==> src/rtl/kpd_irq_pkg.sv <==
package kpd_irq_pkg;
    localparam int STAT_W    = 8;
    localparam int ERR_W     = 8;
    localparam int NPWM_DEF  = 3;

    // status bit positions
    localparam int ST_KEY    = 0;
    localparam int ST_ERR    = 3;
    localparam int ST_UNINIT = 4;
    localparam int ST_PWM0   = 5;

    // error bit positions
    localparam int ER_BADPAR = 0;
    localparam int ER_UNKCMD = 1;
    localparam int ER_KEYOVR = 2;
    localparam int ER_QOVF   = 6;

    localparam logic [ERR_W-1:0] ERR_VALID =
        ERR_W'((1 << ER_BADPAR) | (1 << ER_UNKCMD) | (1 << ER_KEYOVR) | (1 << ER_QOVF));

    typedef enum logic [0:0] {
        CFG_PENDING = 1'b0,
        CFG_DONE    = 1'b1
    } cfg_state_e;
endpackage

==> src/rtl/kpd_init_fsm.sv <==
module kpd_init_fsm
    import kpd_irq_pkg::*;
(
    input  logic clk,
    input  logic rst_n,
    input  logic cfg_wr_i,
    output logic uninit_o,
    output logic clr_allow_o
);
    cfg_state_e state_q, state_d;

    // state register
    always_ff @(posedge clk or negedge rst_n) begin
        if (!rst_n) state_q <= CFG_PENDING;
        else        state_q <= state_d;
    end

    // next state and outputs
    always_comb begin
        state_d     = state_q;
        uninit_o    = 1'b1;
        clr_allow_o = 1'b0;
        unique case (state_q)
            CFG_PENDING: begin
                uninit_o    = 1'b1;
                clr_allow_o = 1'b0;
                if (cfg_wr_i) state_d = CFG_DONE;
            end
            CFG_DONE: begin
                uninit_o    = 1'b0;
                clr_allow_o = 1'b1;
            end
            default: state_d = CFG_PENDING;
        endcase
    end
endmodule

==> src/rtl/kpd_err_reg.sv <==
module kpd_err_reg
    import kpd_irq_pkg::*;
#(
    parameter int                 W     = ERR_W,
    parameter logic [ERR_W-1:0]   VALID = ERR_VALID
) (
    input  logic         clk,
    input  logic         rst_n,
    input  logic [W-1:0] err_set_i,
    output logic [W-1:0] err_q_o,
    output logic         err_hit_o
);
    logic [W-1:0] req;
    assign req       = err_set_i & VALID[W-1:0];
    assign err_hit_o = |req;

    always_ff @(posedge clk or negedge rst_n) begin
        if (!rst_n) err_q_o <= '0;
        else        err_q_o <= err_q_o | req;
    end
endmodule

==> src/rtl/kpd_stat_reg.sv <==
module kpd_stat_reg
    import kpd_irq_pkg::*;
#(
    parameter int W    = STAT_W,
    parameter int NPWM = NPWM_DEF
) (
    input  logic            clk,
    input  logic            rst_n,
    input  logic            key_evt_i,
    input  logic [NPWM-1:0] pwm_done_i,
    input  logic            err_hit_i,
    input  logic            uninit_i,
    input  logic            clr_allow_i,
    input  logic            rd_i,
    input  logic            cfg_wr_i,
    output logic [W-1:0]    stat_o
);
    logic [W-1:0] set_vec;
    logic [W-1:0] pend_q;
    logic         clr;

    always_comb begin
        set_vec         = '0;
        set_vec[ST_KEY] = key_evt_i;
        set_vec[ST_ERR] = err_hit_i;
        for (int i = 0; i < NPWM; i++) begin
            set_vec[ST_PWM0 + i] = pwm_done_i[i];
        end
    end

    assign clr = cfg_wr_i | (rd_i & clr_allow_i);

    always_ff @(posedge clk or negedge rst_n) begin
        if (!rst_n)   pend_q <= '0;
        else if (clr) pend_q <= set_vec;
        else          pend_q <= pend_q | set_vec;
    end

    always_comb begin
        stat_o            = pend_q;
        stat_o[ST_UNINIT] = uninit_i;
    end
endmodule

==> src/rtl/kpd_irq_err_unit.sv <==
module kpd_irq_err_unit
    import kpd_irq_pkg::*;
#(
    parameter int NPWM = NPWM_DEF
) (
    input  logic              clk,
    input  logic              rst_n,
    input  logic              key_evt_i,
    input  logic [NPWM-1:0]   pwm_done_i,
    input  logic [ERR_W-1:0]  err_set_i,
    input  logic              cfg_wr_i,
    input  logic              stat_rd_i,
    output logic [STAT_W-1:0] stat_q_o,
    output logic [ERR_W-1:0]  err_q_o,
    output logic              irq_n_o
);
    localparam int TOP_BIT = ST_PWM0 + NPWM;

    logic uninit;
    logic clr_allow;
    logic err_hit;

    generate
        if (TOP_BIT > STAT_W) begin : g_bad_npwm
            initial $error("too many PWM channels for status width");
        end
    endgenerate

    kpd_init_fsm u_fsm (
        .clk         (clk),
        .rst_n       (rst_n),
        .cfg_wr_i    (cfg_wr_i),
        .uninit_o    (uninit),
        .clr_allow_o (clr_allow)
    );

    kpd_err_reg #(.W(ERR_W), .VALID(ERR_VALID)) u_err (
        .clk       (clk),
        .rst_n     (rst_n),
        .err_set_i (err_set_i),
        .err_q_o   (err_q_o),
        .err_hit_o (err_hit)
    );

    kpd_stat_reg #(.W(STAT_W), .NPWM(NPWM)) u_stat (
        .clk         (clk),
        .rst_n       (rst_n),
        .key_evt_i   (key_evt_i),
        .pwm_done_i  (pwm_done_i),
        .err_hit_i   (err_hit),
        .uninit_i    (uninit),
        .clr_allow_i (clr_allow),
        .rd_i        (stat_rd_i),
        .cfg_wr_i    (cfg_wr_i),
        .stat_o      (stat_q_o)
    );

    assign irq_n_o = ~(|stat_q_o);
endmodule

==> config.mk <==
export PLATFORM = sky130hd
export DESIGN_NAME = kpd_irq_err_unit
export DESIGN_NICKNAME = d
export VERILOG_FILES = /design/src/rtl/kpd_irq_pkg.sv /design/src/rtl/kpd_init_fsm.sv /design/src/rtl/kpd_err_reg.sv /design/src/rtl/kpd_stat_reg.sv /design/src/rtl/kpd_irq_err_unit.sv
export SDC_FILE = /design/constraint.sdc
export NUM_CORES = 1
export LEC_CHECK = 0
export ABC_AREA = 1
export BUFFER_PORTS_ARGS = -buffer_cell sky130_fd_sc_hd__buf_2
export CORE_AREA = 2 2 39 41
export DETAILED_ROUTE_END_ITERATION = 8
export DIE_AREA = 0 0 41 43
export GPL_TIMING_DRIVEN = 0
export PLACE_DENSITY = 0.69
export SYNTH_ARGS = -nofsm -noshare
export SYNTH_HDL_FRONTEND = slang
export SYNTH_SLANG_ARGS = --single-unit
==> constraint.sdc <==
create_clock -name clk -period 1 [get_ports clk]
set_clock_uncertainty 0.1 [all_clocks]
set_input_delay 0.05 -clock clk [delete_from_list [all_inputs] [get_ports clk]]
set_output_delay 0.05 -clock clk [all_outputs]
set_load 0.05 [all_outputs]
==> impl_metrics.toml, run 1 <==
[routing]
ant_nets = 0
wire_per_inst_um = 8.79
vias = 468
drtIter0Drc = 0
avgViaCountPerCell = 3.93
wl_um = 1050
firstDrtPassIters = 1
drc = 0

[finish]
stdcell_count = 119
n_fill_cell = 123
syn_to_final_growth_pct = 102
postLayoutCoreUtil_pct = 66.5
layout-drive-gt1-share_pct = 54.4
design_area_um2 = 921
seqCellArea_um2 = 260
multiInputGateArea_um2 = 149
layout.nets = 120
diodes = 0

[synthesis]
synth_cell_types = 10
ys_warn_count = 0
synth_area_per_cell_um2 = 8.62
seq_area_frac_synth_pct = 54.8
netlist_area_um2 = 457
postSynthCellCount = 53
yosys_register_bits = 10

[run_status]
outcome = "finished with violations"
violations = "negative setup slack"

[clock_tree]
htree_levels = 1
insertion_delay_ns = 0.25
clockBufferDepth = 2
root_buffer = "clkbuf_4"
tritoncts = "yes"
clkTransAtPathRegs_ns = 0.07
cts_made_buffers = 3
numClockSinks = 10

[setup_path]
required_ns = 0.85
slowest_stage = "dfrtp_2"
worst-path-max-fanout = 2
crit_chain = "nor2_2, nand2_2, nor2_4, buf_8"
rr_startpoint = "u_fsm.state_q$_DFF_PN0_"
crit_type = "flip-flop to output port"
max_stage_delay_ns = 0.41
crit_family = "flip-flops"
worstPathArrival_ns = 1.10
crit_buf_inv = 1
crit_path_end_kind = "output port"
ff2ff_path_depth = 5
critPathLaunchType = "flip-flop"
r2r_setup_slack_ns = 0.03
r2r-end = "u_fsm.state_q$_DFF_PN0_"

[placed_design]
placed_cell_area_um2 = 623
gp_congestion = 0.638
post-dp-hpwl_um = 675
port_buffers = 22
placed_cells = 96

[floorplan]
fp.dieArea_um2 = 1760
core_area_um2 = 1380
ioPinCount = 33
dieHeight_um = 43
rows = 14
die_w_um = 41
start_util_pct = 33.0

[timing]
min_period_ns = 1.25
setup_viol_count_final = 6
rsz0062_at_grt = "true"
final-max-slew-violation-count = 0
period_share_pct = 125
fmax_mhz = 801
hold_slack_ns = 0.0649
worst_slack_ns = -0.248
hold_viol = 0

[run]
cap_viol_max_count = 0

[global_route]
track_usage_pct = 13.5
grt_max_degree = 11
antenna_found_initial = 0
grt_overflow = 0
grt_pass1_vias = 420
grt_pass1_wl_um = 1590

[power]
powerDensity_nw_per_um2 = 1050
ir_worst_vdd_mv = 0.823
leakagePower_nw = 0.471

[min_path]
worstHoldPathType = "input pin to async pin"
## synthesized netlist by cell type
cell type	number	area, µm²
nor2_1	4	15.0
or2_1	4	25.0
buf_4	7	52.6
dfrtp_1	10	250
nand2_1	10	37.5
nand2_2	1	6.26
inv_2	1	3.75
conb_1	1	3.75
inv_1	10	37.5
nand3_1	5	25.0
## cell families after synthesis
logic type             after synthesis  share of synthesized area, %
buffers and inverters               18                          20.5
DFF                                 10                          54.8
other                                1                         0.821
and+or+nand+nor                     24                          23.8
## sequential cells by signal, indices dropped and copies added (netlist names)
register and count:
u_err.err_q_o 4, u_fsm.state_q 1, u_stat.pend_q 5
## how the worst max path moves through the flow
stage / cells after the start / start / to
after floorplan: 3 / u_stat.pend_q[6]$_DFF_PN0_ / irq_n_o
after global placement: 4 / u_stat.pend_q[6]$_DFF_PN0_ / irq_n_o
after detailed placement: 4 / u_stat.pend_q[6]$_DFF_PN0_ / irq_n_o
after CTS: 4 / u_stat.pend_q[7]$_DFF_PN0_ / irq_n_o
after global routing: 4 / u_stat.pend_q[5]$_DFF_PN0_ / irq_n_o
final: 4 / u_stat.pend_q[5]$_DFF_PN0_ / irq_n_o
## per-layer routing
metal | vias up | global-route usage (%) | wire, µm
met1 | 208 | 12.9 | 378
met5 | - | 0 | 0
met2 | 18 | 24.4 | 582
li1 | 240 | - | -
met3 | 2 | 3.66 | 78
met4 | 0 | 6.00 | 6
## area by class of cell
cell class              count  area share [%]
well taps                  16            2.17
plain buffers               7            6.11
repair buffers             41            39.9
multi-input cells          30            16.2
inverters                  11            4.48
flip-flops and latches     10            28.3
clock buffers               4            2.85
## cells in the final DEF, fill, tap and decap left out, types with 2 or more instances in the layout
cell,count
nor2_2,2
dfrtp_1,2
nand3_1,5
dfrtp_2,8
inv_1,9
inv_2,2
conb_1,6
or2_1,4
buf_8,3
buf_6,11
clkbuf_4,3
buf_2,11
dlygate4sd3_1,11
nand2_1,8
buf_4,12
nand2_2,3
## worst reg2reg max path: stages, from the launching register on
cell and delay (ns):
dfrtp_1 0.40, inv_2 0.08, buf_6 0.09, buf_6 0.07
buf_4 0.09, nand2_2 0.03
## repair_timing
action	in CTS	in global routing
pin swaps	3	0
endpoints found under the setup margin	11	10
hold buffers	11	0
resized for setup	24	9
endpoints found under the hold margin	20	0
buffers inserted	7	2
## where the power goes
group | internal (W) | switching, W | total (W) | leakage (nW)
Sequential | 0.000418 | 0.00000906 | 0.000427 | 0.0936
Clock | 0.000154 | 0.000129 | 0.000283 | 0.0150
Combinational | 0.000110 | 0.000146 | 0.000256 | 0.362
## stage by stage
| stage | worst slack [ns] | TNS (ns) | power (W) |
|---|---|---|---|
| final | -0.248 | -0.773 | 0.000965 |
| after global routing | -0.301 | -0.990 | 0.00101 |
| after CTS | -0.258 | -0.652 | 0.000968 |
| after detailed placement | -0.0987 | -0.0987 | 0.000618 |
| after global placement | -0.0953 | -0.0953 | 0.000616 |
| after floorplan | -0.158 | -0.158 | 0.000570 |
(Power assumes the default switching activity.)
==> run 2, diff against run 1 <==
--- a/config.mk
+++ b/config.mk
@@ -5,13 +5,13 @@
 export SDC_FILE = /design/constraint.sdc
 export NUM_CORES = 1
 export LEC_CHECK = 0
-export ABC_AREA = 1
 export BUFFER_PORTS_ARGS = -buffer_cell sky130_fd_sc_hd__buf_2
 export CORE_AREA = 2 2 39 41
+export CTS_BUF_LIST = sky130_fd_sc_hd__clkbuf_8
 export DETAILED_ROUTE_END_ITERATION = 8
 export DIE_AREA = 0 0 41 43
 export GPL_TIMING_DRIVEN = 0
-export PLACE_DENSITY = 0.69
+export PLACE_DENSITY = 0.66
 export SYNTH_ARGS = -nofsm -noshare
 export SYNTH_HDL_FRONTEND = slang
 export SYNTH_SLANG_ARGS = --single-unit
==> impl_metrics.toml, run 2 <==
[run_status]
outcome = "finished with violations"
violations = "negative setup slack"

[synthesis]
synth_cell_types = 9
netlist_area_um2 = 409
ys_warn_count = 0
postSynthCellCount = 33
ys_top_cells_by_count = "10 x dfrtp_1, 7 x buf_4, 5 x a21o_1, 5 x or2_2, 2 x or4_1"
yosysMostFrequentCell = "dfrtp_1"
synth_flop_cell = "dfrtp_1"
synth_top_area_share_pct = 61.2
yosysTopAreaCell = "dfrtp_1"
async_flop_share_pct = 100
seq_area_frac_synth_pct = 61.2
synth.top_cells.by_area = "dfrtp_1 61%, buf_4 13%, a21o_1 9.2%"
yosys_register_bits = 10
synth_edf_count = 0
synth_area_per_cell_um2 = 12.4

[clock_tree]
clockBufferDepth = 2
root_buffer = "clkbuf_8"
htree_levels = 1
cts_made_buffers = 3
clkTransAtPathRegs_ns = 0.05
tritoncts = "yes"
numClockSinks = 10
insertion_delay_ns = 0.23

[power]
ir_worst_vdd_mv = 0.682
power_switching_w = 0.000283
finalPower_w = 0.00105
leakagePower_nw = 0.374
seq_power_share_pct = 41.0
switching_share_pct = 26.8
p_int_w = 0.000771
powerDensity_nw_per_um2 = 1320
p_comb_share_pct = 20.0
power.share.clock_pct = 39.0

[global_route]
grt_overflow = 0
antenna_found_initial = 0
grt_pass1_wl_um = 1520
grt_pass1_vias = 383
track_usage_pct = 13.5
grt_max_degree = 11

[finish]
layout-drive-gt1-share_pct = 64.9
syn_to_final_growth_pct = 94.5
design_area_um2 = 796
n_fill_cell = 120
final_common_cell = "buf_4"
final_cell_mix = "13 x buf_4, 10 x dlygate4sd3_1, 10 x buf_2"
largest_reg_flops = 5
layout.nets = 91
reg_top3 = "u_stat.pend_q (5), u_err.err_q_o (4), u_fsm.state_q (1)"
largest-register = "u_stat.pend_q"
diodes = 0

[routing]
firstDrtPassIters = 1
drc = 0
vias = 369
wire_per_inst_um = 10.3
avgViaCountPerCell = 4.10
wl_um = 929
drtIter0Drc = 0
ant_nets = 0

[timing]
setup_viol_count_final = 7
hold_viol = 0
rsz0062_at_grt = "true"
fin_setup_tns_ns = -0.784
min_period_ns = 1.63
fmax_mhz = 612
final-max-slew-violation-count = 0
worst_slack_ns = -0.634
period_share_pct = 163

[floorplan]
dieHeight_um = 43
fp.dieArea_um2 = 1760
start_util_pct = 29.6
die_w_um = 41
core_area_um2 = 1380
rows = 14
ioPinCount = 33

[setup_path]
worst-path-max-fanout = 3
worstPathArrival_ns = 1.48
crit_type = "flip-flop to output port"
required_ns = 0.85
crit_path_end_kind = "output port"
critPathLaunchType = "flip-flop"

[min_path]
worstHoldPathType = "input pin to flip-flop"

[placed_design]
placed_cell_area_um2 = 587
port_buffers = 22
gp_congestion = 0.567
dp_slack_ns = -0.512

[run]
cap_viol_max_count = 0
-- run 2: changes by cell type in the layout (fill, tap and decap cells not counted), sizes merged, moves of 2 or more --
cell | before | now
nor2 | 4 | 0
nand2 | 11 | 0
or4 | 0 | 2
nand3 | 5 | 0
buf | 37 | 28
a21o | 0 | 5
inv | 11 | 2
-- run 2: per-layer routing --
layer / global-route usage [%] / wire length [µm] / up-vias
met4: 10.0 / 8 / 0
met1: 13.2 / 346 / 167
met5: 0 / 0 / -
met2: 22.5 / 487 / 22
met3: 3.14 / 87 / 2
li1: - / - / 178
-- run 2: timing repair --
item	CTS	global route
endpoints found under the hold margin	19	0
resized for setup	13	12
setup endpoints to repair	12	16
hold buffers	10	0
setup buffers	0	1
pin swaps	1	3
-- run 2: area by class of cell --
cell class	count	area (µm²)	area share [%]
buffer	7	56.3	7.08
clock inverter	1	3.75	0.472
inverter	1	3.75	0.472
sequential	10	259	32.5
timing repair buffer	32	259	32.5
multi-input combinational	20	153	19.2
tap	16	20.0	2.52
clock buffer	3	41.3	5.19
-- run 2: metrics by stage --
stage	hold WS (ns)	utilization [%]	std cells
6_report	0.0123	57.5	90
5_1_grt	0.0286	57.5	90
4_1_cts	0.00268	56.0	90
3_5_place_dp	-0.183	42.4	76
3_3_place_gp	-0.185	42.4	76
2_1_floorplan	-0.346	-	38
-- run 2: power groups by stage --
stage	combinational (W)	clock, W	sequential [W]
4_1_cts	0.000209	0.000426	0.000431
6_report	0.000211	0.000410	0.000432
3_5_place_dp	0.000169	0	0.000436
3_3_place_gp	0.000168	0	0.000435
5_1_grt	0.000225	0.000452	0.000433
2_1_floorplan	0.0000804	0	0.000478
-- run 2: logic make-up (layout without fill, tap and decap cells) --
logic type / count (synthesis) / in the layout / synth area share (%)
AO/OA/AOI/OAI: 6 / 6 / 10.4
buffers and inverters: 8 / 44 / 13.8
flip-flops: 10 / 10 / 61.2
other: 1 / 6 / 0.917
AND/OR/NAND/NOR: 8 / 8 / 13.8
-- run 2: critical path: stages (launching register included) --
cell,delay (ns)
dfrtp_2,0.42
or4_4,0.53
nor3_4,0.13
buf_6,0.18
-- run 2: path summary, 6_finish.rpt --
check	startpoint	to	slack [ns]	cells past startpoint
max	u_stat.pend_q[5]$_DFF_PN0_	irq_n_o	-0.63	3
min	err_set_i[6]	u_stat.pend_q[3]$_DFF_PN0_	0.01	3
max reg2reg	u_fsm.state_q$_DFF_PN0_	u_stat.pend_q[6]$_DFF_PN0_	-0.02	3
min reg2reg	u_err.err_q_o[2]$_DFF_PN0_	u_err.err_q_o[2]$_DFF_PN0_	0.38	1
max in group asynchronous	rst_n	u_err.err_q_o[2]$_DFF_PN0_	0.49	2
min in group asynchronous	rst_n	u_fsm.state_q$_DFF_PN0_	0.11	2
